==> src/rtl/dma_seq_pkg.sv <==
package dma_seq_pkg;

    typedef enum logic [2:0] {
        ST_IDLE   = 3'd0,
        ST_LOAD   = 3'd1,
        ST_RUN    = 3'd2,
        ST_STATUS = 3'd3,
        ST_ERROR  = 3'd4
    } seq_state_e;

    typedef struct packed {
        seq_state_e state;
        logic       valid;
        logic       dir;
        logic       pause;
        logic       done;
        logic       err;
        logic       busy;
    } ctrl_regs_t;

endpackage

==> src/rtl/dma_seq_chan.sv <==
module dma_seq_chan #(
    parameter int ADDR_W     = 32,
    parameter int LEN_W      = 16,
    parameter int BEAT_BYTES = 4
) (
    input  logic              clk,
    input  logic              rst_n,
    input  logic              load_i,
    input  logic [ADDR_W-1:0] start_addr_i,
    input  logic [LEN_W-1:0]  len_i,
    input  logic              enable_i,
    input  logic              ack_i,
    output logic              req_o,
    output logic [ADDR_W-1:0] addr_o,
    output logic [LEN_W-1:0]  remain_o,
    output logic              empty_o
);

    localparam logic [ADDR_W-1:0] ADDR_STEP = ADDR_W'(BEAT_BYTES);
    localparam logic [LEN_W-1:0]  LEN_STEP  = LEN_W'(BEAT_BYTES);

    typedef struct packed {
        logic [ADDR_W-1:0] addr;
        logic [LEN_W-1:0]  remain;
    } chan_regs_t;

    chan_regs_t r_d, r_q;

    always_comb begin
        r_d = r_q;
        if (load_i) begin
            r_d.addr   = start_addr_i;
            r_d.remain = len_i;
        end else if (ack_i && req_o) begin
            r_d.addr   = r_q.addr + ADDR_STEP;
            r_d.remain = (r_q.remain > LEN_STEP) ? (r_q.remain - LEN_STEP) : '0;
        end
    end

    always_ff @(posedge clk or negedge rst_n) begin
        if (!rst_n) r_q <= '0;
        else        r_q <= r_d;
    end

    assign empty_o  = (r_q.remain == '0);
    assign req_o    = enable_i && !empty_o;
    assign addr_o   = r_q.addr;
    assign remain_o = r_q.remain;

    p_addr_step_r6: assert property (@(posedge clk) disable iff (!rst_n)
        (ack_i && req_o && !load_i) |=> (addr_o == $past(addr_o) + ADDR_STEP));

endmodule

==> src/rtl/dma_seq_occ.sv <==
module dma_seq_occ #(
    parameter int DEPTH = 4
) (
    input  logic clk,
    input  logic rst_n,
    input  logic clr_i,
    input  logic inc_i,
    input  logic dec_i,
    output logic room_o,
    output logic avail_o
);

    localparam int OCC_W = $clog2(DEPTH + 1);
    localparam logic [OCC_W-1:0] OCC_MAX = OCC_W'(DEPTH);

    logic [OCC_W-1:0] occ_d, occ_q;

    always_comb begin
        occ_d = occ_q;
        if (clr_i)               occ_d = '0;
        else if (inc_i && !dec_i) occ_d = occ_q + 1'b1;
        else if (dec_i && !inc_i) occ_d = occ_q - 1'b1;
    end

    always_ff @(posedge clk or negedge rst_n) begin
        if (!rst_n) occ_q <= '0;
        else        occ_q <= occ_d;
    end

    assign room_o  = (occ_q < OCC_MAX);
    assign avail_o = (occ_q != '0);

    p_no_overflow_r7: assert property (@(posedge clk) disable iff (!rst_n)
        occ_q <= OCC_MAX);
    p_no_underflow_r7: assert property (@(posedge clk) disable iff (!rst_n)
        (dec_i && !inc_i && !clr_i) |-> (occ_q != '0));

endmodule

==> src/rtl/dma_seq_ctrl.sv <==
module dma_seq_ctrl
    import dma_seq_pkg::*;
(
    input  logic       clk,
    input  logic       rst_n,
    input  logic       desc_set_i,
    input  logic       desc_dir_i,
    input  logic       pause_i,
    input  logic       drain_empty_i,
    input  logic       run_err_i,
    output seq_state_e state_o,
    output logic       load_o,
    output logic       run_o,
    output logic       dir_o,
    output logic       valid_o,
    output logic       done_o,
    output logic       err_o,
    output logic       busy_o
);

    ctrl_regs_t r_d, r_q;
    logic       load_d;

    always_comb begin
        r_d    = r_q;
        load_d = 1'b0;
        r_d.pause = pause_i;
        if (desc_set_i) r_d.valid = 1'b1;
        unique case (r_q.state)
            ST_IDLE: begin
                if (r_q.valid) begin
                    load_d    = 1'b1;
                    r_d.state = ST_LOAD;
                    r_d.valid = desc_set_i;
                    r_d.dir   = desc_dir_i;
                    r_d.done  = 1'b0;
                    r_d.err   = 1'b0;
                    r_d.busy  = 1'b1;
                end
            end
            ST_LOAD: begin
                r_d.state = drain_empty_i ? ST_ERROR : ST_RUN;
            end
            ST_RUN: begin
                if (run_err_i)          r_d.state = ST_ERROR;
                else if (drain_empty_i) r_d.state = ST_STATUS;
            end
            ST_STATUS: begin
                r_d.state = ST_IDLE;
                r_d.done  = 1'b1;
                r_d.busy  = 1'b0;
            end
            ST_ERROR: begin
                r_d.state = ST_IDLE;
                r_d.err   = 1'b1;
                r_d.busy  = 1'b0;
            end
            default: r_d.state = ST_IDLE;
        endcase
    end

    always_ff @(posedge clk or negedge rst_n) begin
        if (!rst_n) begin
            r_q       <= '0;
            r_q.state <= ST_IDLE;
        end else begin
            r_q <= r_d;
        end
    end

    assign state_o = r_q.state;
    assign load_o  = load_d;
    assign run_o   = (r_q.state == ST_RUN) && !r_q.pause;
    assign dir_o   = r_q.dir;
    assign valid_o = r_q.valid;
    assign done_o  = r_q.done;
    assign err_o   = r_q.err;
    assign busy_o  = r_q.busy;

    p_idle_hold_r2: assert property (@(posedge clk) disable iff (!rst_n)
        (r_q.state == ST_IDLE && !r_q.valid) |=> (r_q.state == ST_IDLE));
    p_load_clears_flag_r3: assert property (@(posedge clk) disable iff (!rst_n)
        (r_q.state == ST_IDLE && r_q.valid && !desc_set_i) |=> (r_q.state == ST_LOAD && !r_q.valid && r_q.busy));
    p_zero_len_r10: assert property (@(posedge clk) disable iff (!rst_n)
        (r_q.state == ST_LOAD && drain_empty_i) |=> (r_q.state == ST_ERROR));
    p_run_exit_r8: assert property (@(posedge clk) disable iff (!rst_n)
        (r_q.state == ST_RUN && drain_empty_i && !run_err_i) |=> (r_q.state == ST_STATUS));

endmodule

==> src/rtl/dma_seq_top.sv <==
module dma_seq_top
    import dma_seq_pkg::*;
#(
    parameter int ADDR_W     = 32,
    parameter int LEN_W      = 16,
    parameter int BEAT_BYTES = 4,
    parameter int BUF_BEATS  = 4
) (
    input  logic              clk,
    input  logic              rst_n,
    input  logic              desc_set_i,
    input  logic [ADDR_W-1:0] desc_src_i,
    input  logic [ADDR_W-1:0] desc_dst_i,
    input  logic [LEN_W-1:0]  desc_len_i,
    input  logic              desc_dir_i,
    input  logic              pause_i,
    output logic              desc_valid_o,
    output logic              mtx_req_o,
    output logic              mtx_we_o,
    output logic [ADDR_W-1:0] mtx_addr_o,
    input  logic              mtx_done_i,
    input  logic              mtx_err_i,
    output logic              brg_req_o,
    output logic              brg_we_o,
    output logic [ADDR_W-1:0] brg_addr_o,
    input  logic              brg_done_i,
    input  logic              brg_err_i,
    output logic              stat_done_o,
    output logic              stat_err_o,
    output logic              stat_busy_o,
    output logic [2:0]        dbg_state_o,
    output logic [LEN_W-1:0]  dbg_remain_o
);

    seq_state_e        state;
    logic              load, run, dir;
    logic              room, avail;
    logic              fill_req, drain_req, fill_ack, drain_ack;
    logic              fill_empty, drain_empty, run_err;
    logic [ADDR_W-1:0] fill_addr, drain_addr;
    logic [LEN_W-1:0]  fill_remain, drain_remain;

    dma_seq_ctrl u_ctrl (
        .clk           (clk),
        .rst_n         (rst_n),
        .desc_set_i    (desc_set_i),
        .desc_dir_i    (desc_dir_i),
        .pause_i       (pause_i),
        .drain_empty_i (drain_empty),
        .run_err_i     (run_err),
        .state_o       (state),
        .load_o        (load),
        .run_o         (run),
        .dir_o         (dir),
        .valid_o       (desc_valid_o),
        .done_o        (stat_done_o),
        .err_o         (stat_err_o),
        .busy_o        (stat_busy_o)
    );

    dma_seq_chan #(.ADDR_W(ADDR_W), .LEN_W(LEN_W), .BEAT_BYTES(BEAT_BYTES)) u_fill (
        .clk          (clk),
        .rst_n        (rst_n),
        .load_i       (load),
        .start_addr_i (desc_src_i),
        .len_i        (desc_len_i),
        .enable_i     (run && room),
        .ack_i        (fill_ack),
        .req_o        (fill_req),
        .addr_o       (fill_addr),
        .remain_o     (fill_remain),
        .empty_o      (fill_empty)
    );

    dma_seq_chan #(.ADDR_W(ADDR_W), .LEN_W(LEN_W), .BEAT_BYTES(BEAT_BYTES)) u_drain (
        .clk          (clk),
        .rst_n        (rst_n),
        .load_i       (load),
        .start_addr_i (desc_dst_i),
        .len_i        (desc_len_i),
        .enable_i     (run && avail),
        .ack_i        (drain_ack),
        .req_o        (drain_req),
        .addr_o       (drain_addr),
        .remain_o     (drain_remain),
        .empty_o      (drain_empty)
    );

    dma_seq_occ #(.DEPTH(BUF_BEATS)) u_occ (
        .clk     (clk),
        .rst_n   (rst_n),
        .clr_i   (load),
        .inc_i   (fill_ack),
        .dec_i   (drain_ack),
        .room_o  (room),
        .avail_o (avail)
    );

    // Direction 1: fill on the bridge port, drain on the matrix port.
    always_comb begin
        if (dir) begin
            brg_req_o  = fill_req;
            brg_we_o   = 1'b0;
            brg_addr_o = fill_addr;
            mtx_req_o  = drain_req;
            mtx_we_o   = 1'b1;
            mtx_addr_o = drain_addr;
            fill_ack   = fill_req && brg_done_i;
            drain_ack  = drain_req && mtx_done_i;
        end else begin
            mtx_req_o  = fill_req;
            mtx_we_o   = 1'b0;
            mtx_addr_o = fill_addr;
            brg_req_o  = drain_req;
            brg_we_o   = 1'b1;
            brg_addr_o = drain_addr;
            fill_ack   = fill_req && mtx_done_i;
            drain_ack  = drain_req && brg_done_i;
        end
    end

    assign run_err      = (mtx_req_o && mtx_err_i) || (brg_req_o && brg_err_i);
    assign dbg_state_o  = state;
    assign dbg_remain_o = drain_remain;

    p_quiet_outside_run_r9: assert property (@(posedge clk) disable iff (!rst_n)
        (state != ST_RUN) |-> (!mtx_req_o && !brg_req_o));
    p_err_path_r9: assert property (@(posedge clk) disable iff (!rst_n)
        (state == ST_RUN && run_err) |=> (state == ST_ERROR));
    p_pause_r11: assert property (@(posedge clk) disable iff (!rst_n)
        pause_i |=> (!mtx_req_o && !brg_req_o));
    p_done_drained_r8: assert property (@(posedge clk) disable iff (!rst_n)
        $rose(stat_done_o) |-> (dbg_remain_o == '0));
    p_fill_not_behind_r7: assert property (@(posedge clk) disable iff (!rst_n)
        (state == ST_RUN) |-> (fill_remain <= drain_remain || fill_empty));

endmodule

==> config.mk <==
export PLATFORM = sky130hd
export DESIGN_NAME = dma_seq_top
export DESIGN_NICKNAME = d
export VERILOG_FILES = /design/src/rtl/dma_seq_pkg.sv /design/src/rtl/dma_seq_chan.sv /design/src/rtl/dma_seq_occ.sv /design/src/rtl/dma_seq_ctrl.sv /design/src/rtl/dma_seq_top.sv
export SDC_FILE = /design/constraint.sdc
export NUM_CORES = 1
export LEC_CHECK = 0
export ABC_AREA = 1
export BUFFER_PORTS_ARGS = -buffer_cell sky130_fd_sc_hd__buf_2
export CAP_MARGIN = 5
export CORE_ASPECT_RATIO = 1.1
export CORE_MARGIN = 1.5
export CORE_UTILIZATION = 40
export DETAILED_ROUTE_END_ITERATION = 6
export PLACE_DENSITY = 0.64
export REMOVE_ABC_BUFFERS = 1
export SLEW_MARGIN = 20
export SYNTH_ARGS = -nofsm -noshare
export SYNTH_HDL_FRONTEND = slang
export SYNTH_SLANG_ARGS = --single-unit
==> constraint.sdc <==
create_clock -name clk -period 2.41 [get_ports clk]
set_clock_uncertainty 0.15 [all_clocks]
set_input_delay 0.241 -clock clk [delete_from_list [all_inputs] [get_ports clk]]
set_output_delay 0.241 -clock clk [all_outputs]
set_load 0.01 [all_outputs]
After elaboration in Yosys (flattened, before gate mapping)
Cells that the tools add are included.
- input port bits: 89
- word-level logic and storage cells: 94
- flip-flop bits (word level): 108
- eq/ne operators: 6
- order comparisons: 3
- mux-type cells: 30
- reduce and logical (&&, ||, !) cells: 37
- $add $sub $neg: 6
- operator list (cell ; count):
    two-way mux 48 bit ; 4
    adder 32 x 3 -> 32 bit (second input constant) ; 2
    two-way mux 32 bit ; 2
    > comparator 16 x 3 -> 1 bit (second input constant) ; 2
    logical NOT 16 bit ; 2
    two-way mux 16 bit ; 2
    subtractor 16 x 3 -> 16 bit (second input constant) ; 2
    two-way mux 3 bit ; 7
    logical AND 1 bit ; 15
    AND reduction 2 bit ; 5
    nonzero test 2 bit ; 5
    two-way mux 1 bit ; 9
    one-hot mux 3 bit (3 select lines) ; 1
    equality test 3 x 2 -> 1 bit (second input constant) ; 2
    one-hot mux 1 bit (2 select lines) ; 3
    nonzero test 3 bit ; 2
    logical NOT 1 bit ; 5
    two-way mux 5 bit ; 1
    adder 3 x 1 -> 3 bit (second input constant) ; 1
    equality test 3 x 1 -> 1 bit (second input constant) ; 1
    equality test 3 bit (second input constant) ; 1
    logical NOT 3 bit ; 1
    less-than comparator 3 bit (second input constant) ; 1
    inequality test 3 x 2 -> 1 bit (second input constant) ; 1
    other kinds (5) ; 5

Depth between registers and ports, before layout
- depth after elaboration: 11
- mapped depth: 15
- gate-level depth less buffers: 15

Cells and area by module
Synthesis repeated with hierarchy kept, for this count alone.
- cell total of the unflattened synthesis: 1379
- area total of the unflattened synthesis: 8550.7 um^2
- by module, submodules not included (module ; area an instance (um^2) ; times used ; cells each):
    dma_seq_chan ; 3514.6 ; 2 ; 554
    dma_seq_top ; 870.8 ; 1 ; 192
    dma_seq_ctrl ; 429.2 ; 1 ; 49
    dma_seq_occ ; 221.5 ; 1 ; 30

Worst setup path after synthesis
Ideal clock, no wire load.
- path type: reg2reg
- start point: reg u_drain.r_q (netlist bit u_drain.remain_o[2])
- end point: reg u_occ.occ_q[2]
- setup slack: -0.015 ns
- arrival: 2.158 ns
- library setup time: 0.117 ns
- clock period less this slack: 2.425 ns
- cell stages (with the launch flop): 16
- path buffers: 0
- cells stage by stage: dfrtp_1 -> inv_1 -> ha_1 -> nand3_1 -> nor2_1 -> nand2_2 -> nand2_2 -> nor2_4 -> inv_4 -> nand2_1 -> inv_1 -> fa_1 -> xnor2_1 -> or2_0 -> nand3_1 -> nand2_1
- word-level cells in the longest chain between the ends: 9
- elaborated cells between the ends (all ways): 12
- those cells by class: mux (3); reduce/logical (9)
- ends and longest elaborated chain (what ; line ; text):
    start, declared ; dma_seq_chan.sv:27 ; chan_regs_t r_d, r_q;
    start signal, assigned ; dma_seq_chan.sv:42 ; else r_q <= r_d;
    logical NOT 16 bit * ; dma_seq_chan.sv:45 ; assign empty_o = (r_q.remain == '0);
    logical NOT 1 bit * ; dma_seq_chan.sv:46 ; assign req_o = enable_i && !empty_o;
    logical AND 1 bit * ; dma_seq_chan.sv:46 ;
    logical AND 1 bit (on tied branches) ; dma_seq_top.sv:118, dma_seq_top.sv:109 ;
    two-way mux 1 bit * ; dma_seq_top.sv:101 ; if (dir) begin
    logical NOT 1 bit ; dma_seq_occ.sv:21 ; else if (inc_i && !dec_i) occ_d = occ_q + 1'b1;
    logical AND 1 bit ; dma_seq_occ.sv:21 ;
    two-way mux 3 bit ; dma_seq_occ.sv:21 ;
    two-way mux 3 bit ; dma_seq_occ.sv:20 ; if (clr_i) occ_d = '0;
    end signal, assigned ; dma_seq_occ.sv:26 ; if (!rst_n) occ_q <= '0;
    end signal, assigned ; dma_seq_occ.sv:27 ; else occ_q <= occ_d;
    end, declared ; dma_seq_occ.sv:16 ; logic [OCC_W-1:0] occ_d, occ_q;
Every way passes the cells marked *; elsewhere a longest branch is shown, timed or not.
A chain may end at the register's enable or synchronous reset.

Worst setup path after layout
Same ends and word-level chain as after synthesis.

==> impl_metrics.ini <==
[drt]
drt_pass1_iterations = 5
drc = 0
detail-route-antenna-nets = 0
drt-total-wl_um = 28400
dr.first_iter.drc_count = 651
met3_wirelength_um = 1990
route.top_layer_used = met5
vias = 8859
met1Wirelength_um = 11900
routedWlPerCell_um = 17.0
met2RoutedLength_um = 13300
via_per_instance_ratio = 5.31

[setup_path]
critical_path.slowest_cell = sky130_fd_sc_hd__dfrtp_1
worstPathMaxFanout = 3
cp_slowest_stage_delay_ns = 0.38
critical_path.endpoint_type = flip-flop
signal_arrival_time_at_the_worst_endpoint_ns = 2.37
cp.buffers_inverters = 3
required_ns = 2.51
worst_path_dominant_cell_family = simple AND/OR/NAND/NOR gates
worstSetupStartpointType = flip-flop
cp_cell_sequence = inv_1 > ha_1 > nand3_1 > nor2_1 > nand2_2 > nand2_2 > nor2_4 > inv_4 > nand2_1 > inv_1 > fa_2 > xnor2_1 > or2_0 > nand3_1 > nand2_1
crit_start = u_drain.remain_o[2]
timing.reg2reg.setup_slack_ns = 0.15
worstSetupPathType = flip-flop to flip-flop
crit-reg2reg-launch = u_drain.remain_o[2]

[pwr]
cellInternalPower_w = 0.00700
power.share.switching_pct = 52.8
cellPowerDensity_nw_per_um2 = 1500
p_switching_w = 0.00781
clockPowerShare_pct = 11.5
static-leakage-power_nw = 4.81
combinationalPowerShare_pct = 62.7
seqPwrFrac_pct = 25.8
vdd_ir_drop_max_mv = 0.920

[sta]
fin_hold_ws_ns = -0.00459
final_setup_violation_count = 0
grt_setup_unrepaired = yes
pnr_worst_setup_slack_ns = 0.147
timing_hold_violations_final = 1
max_slew.worst_pin.slew_ns = 0.606
fmax_mhz = 442
final_min_period_over_clock_period_pct = 93.9
layout_min_cycle_time_ns = 2.26
slew_headroom_pct = 59.6
slew_violations = 0
setup_total_negative_slack_ns = 0

[clock_tree]
htree_num_levels = 3
cts_tree = built
clock-sinks = 108
cts_root_buf = sky130_fd_sc_hd__clkbuf_16
path_clk_slew_ns = 0.08
clk-insertion-delay-late_ns = 0.37
numCtsBuffers = 9
cts_buffer_depth = 2

[logic_synthesis]
ys_types = 43
yosys_warns = 0
synthCells = 1204
dominant_combinational_cell_family_by_area_after_synthesis = simple AND/OR/NAND/NOR gates
syn-mean-instance-area_um2 = 6.67
post_synth_xor_area_fraction_pct = 3.93
synth_ff_type = sky130_fd_sc_hd__dfrtp_1
synth_compound_gate_area_share_pct = 15.4
synth_edf_count = 0
synth-adder-area-share_pct = 1.50
post_synth_mux_area_share_pct = 0
synth.yosys.seq_area_share_pct = 33.7
synth.cell_area_um2 = 8030
synth_async_sr_flop_share_pct = 100
total_of_flip_flops_plus_latches_after_synthesis = 108
synth_simple_gate_area_share_pct = 35.0

[final_layout]
final_layout_size_suffix_gt1_share_pct = 20.3
layout.nets = 1508
syn2layout_area_growth_pct = 23.4
mostFrequentLayoutCell = sky130_fd_sc_hd__nand2_1
final_cell_count_no_fill = 1668
final_core_utilization_pct = 50.2
mostFrequentLayoutCells = 342 x sky130_fd_sc_hd__nand2_1, 178 x sky130_fd_sc_hd__buf_2, 129 x sky130_fd_sc_hd__o21ai_0, 126 x sky130_fd_sc_hd__nor2_1, 123 x sky130_fd_sc_hd__inv_1

[flow_run]
timing.max_cap.violations = 0

[die]
start_util_pct = 40.7
placement_rows = 54
placeable_area_um2 = 19700
die_width_um = 138
die_area_um2 = 20900
ioPinCount = 180
die_h_um = 152

[run_status]
violated_checks = negative hold slack
outcome = complete, but fails checks

[global_route]
grt_first_pass_wirelength_um = 44900
track_usage_pct = 27.4
globalRouteOverflowTotal = 0
grt_pass1_vias = 8517
grt_start_max_net_pins = 121
grt_antenna_before_repair = 3

[placed_design]
dp_worst_setup_slack_ns = 0.0992
dpl_cells = 1624
port-buffer-count = 179
hpwl_um = 21600
gp_congestion = 0.928

[worst_hold_path]
hold_path_startpoint = desc_dst_i[7]
hp-class = input pin to flip-flop
==> state kept, by name, indices dropped and copies added, names as in the netlist, 3 cells and up <==
| signal | count |
|---|---|
| u_drain.addr_o | 32 |
| u_fill.addr_o | 32 |
| u_drain.remain_o | 16 |
| u_fill.remain_o | 16 |
| u_ctrl.state_o | 3 |
| u_occ.occ_q | 3 |
==> timing repair <==
| action | in CTS | in global routing |
|---|---|---|
| buffers inserted | 0 | 3 |
| endpoints found under the setup margin | 0 | 12 |
| endpoints found under the hold margin | 62 | 0 |
| hold buffers | 24 | 0 |
| resized for setup | 0 | 3 |
==> Yosys cell counts (3+ instances only) <==
cell                         n  area [um^2]
sky130_fd_sc_hd__nor2_2      8         50.1
sky130_fd_sc_hd__nand3_1   100          500
sky130_fd_sc_hd__nand4_1    20          125
sky130_fd_sc_hd__dfrtp_1   108         2700
sky130_fd_sc_hd__xor2_1     27          236
sky130_fd_sc_hd__a31oi_1     6         37.5
sky130_fd_sc_hd__nor3b_1     5         37.5
sky130_fd_sc_hd__buf_8       4         60.1
sky130_fd_sc_hd__nor3_1     35          175
sky130_fd_sc_hd__o21ai_2     4         35.0
sky130_fd_sc_hd__buf_2      12         60.1
sky130_fd_sc_hd__buf_4       4         30.0
sky130_fd_sc_hd__a32oi_1     3         26.3
sky130_fd_sc_hd__buf_6       8         90.1
sky130_fd_sc_hd__o211ai_1   21          158
sky130_fd_sc_hd__o21ai_0   129          646
sky130_fd_sc_hd__xnor2_1     9         78.8
sky130_fd_sc_hd__a21oi_1     4         20.0
sky130_fd_sc_hd__inv_4       3         18.8
sky130_fd_sc_hd__inv_2       3         11.3
sky130_fd_sc_hd__nand2_2     4         25.0
sky130_fd_sc_hd__o22ai_1    11         68.8
sky130_fd_sc_hd__nor2_1    126          473
sky130_fd_sc_hd__nand2_1   343         1290
sky130_fd_sc_hd__nor2_4      6         67.6
sky130_fd_sc_hd__o21ai_1    24          120
sky130_fd_sc_hd__ha_1        8          100
sky130_fd_sc_hd__inv_1     123          462
sky130_fd_sc_hd__o211ai_2    5         62.6
sky130_fd_sc_hd__clkbuf_1   23         86.3
==> power groups by stage <==
stage	combinational, W	sequential, W	clock, W
6_report	0.00929	0.00383	0.00170
5_1_grt	0.0103	0.00396	0.00179
4_1_cts	0.00924	0.00381	0.00171
3_5_place_dp	0.00916	0.00384	0
3_3_place_gp	0.00907	0.00380	0
2_1_floorplan	0.00542	0.00375	0
==> worst reg2reg max path, cell delays in order (launching register included) <==
cell and delay (ns):
sky130_fd_sc_hd__dfrtp_1 0.38, sky130_fd_sc_hd__inv_1 0.07, sky130_fd_sc_hd__ha_1 0.19, sky130_fd_sc_hd__nand3_1 0.07, sky130_fd_sc_hd__nor2_1 0.07, sky130_fd_sc_hd__nand2_2 0.09
sky130_fd_sc_hd__nand2_2 0.07, sky130_fd_sc_hd__nor2_4 0.11, sky130_fd_sc_hd__inv_4 0.03, sky130_fd_sc_hd__nand2_1 0.06, sky130_fd_sc_hd__inv_1 0.05, sky130_fd_sc_hd__fa_2 0.33
sky130_fd_sc_hd__xnor2_1 0.14, sky130_fd_sc_hd__or2_0 0.22, sky130_fd_sc_hd__nand3_1 0.07, sky130_fd_sc_hd__nand2_1 0.05
==> layout make-up <==
class	count	area, um^2
fill	2040	9830
multi-input combinational	913	4480
sequential	108	2710
timing repair buffer	249	1580
inverter	129	494
tap	252	315
clock buffer	10	239
clock inverter	6	87.6
antenna	1	2.50
==> worst paths after layout <==
check	to	cells past startpoint
max in group asynchronous	u_ctrl.dir_o	3
worst max-delay path	u_occ.occ_q[2]	15
worst min-delay path	u_drain.addr_o[7]	3
min in group asynchronous	u_drain.addr_o[31]	2
worst max register to register	u_occ.occ_q[2]	15
worst min register to register	u_ctrl.done_o	2
==> per-stage QoR <==
step	power, W	hold WS (ns)	cell area [um^2]
after floorplan	0.00917	-0.205	7670
after global placement	0.0129	0.128	9300
after detailed placement	0.0130	0.133	9300
after CTS	0.0148	0.0000852	9870
after global routing	0.0161	0.0230	9900
final	0.0148	-0.00459	9900
==> per-layer routing <==
layer,up-vias,GRT usage [%]
met5,-,0
met4,4,13.0
met3,60,4.18
met2,370,46.6
met1,4093,34.3
li1,4332,-
==> cell families after synthesis <==
logic type | count (synthesis)
compound gates | 213
xor+xnor | 36
fa+ha+maj | 9
buf+inv | 183
flops | 108
simple gates | 655
No activity file was read; power rests on OpenSTA's default activity.
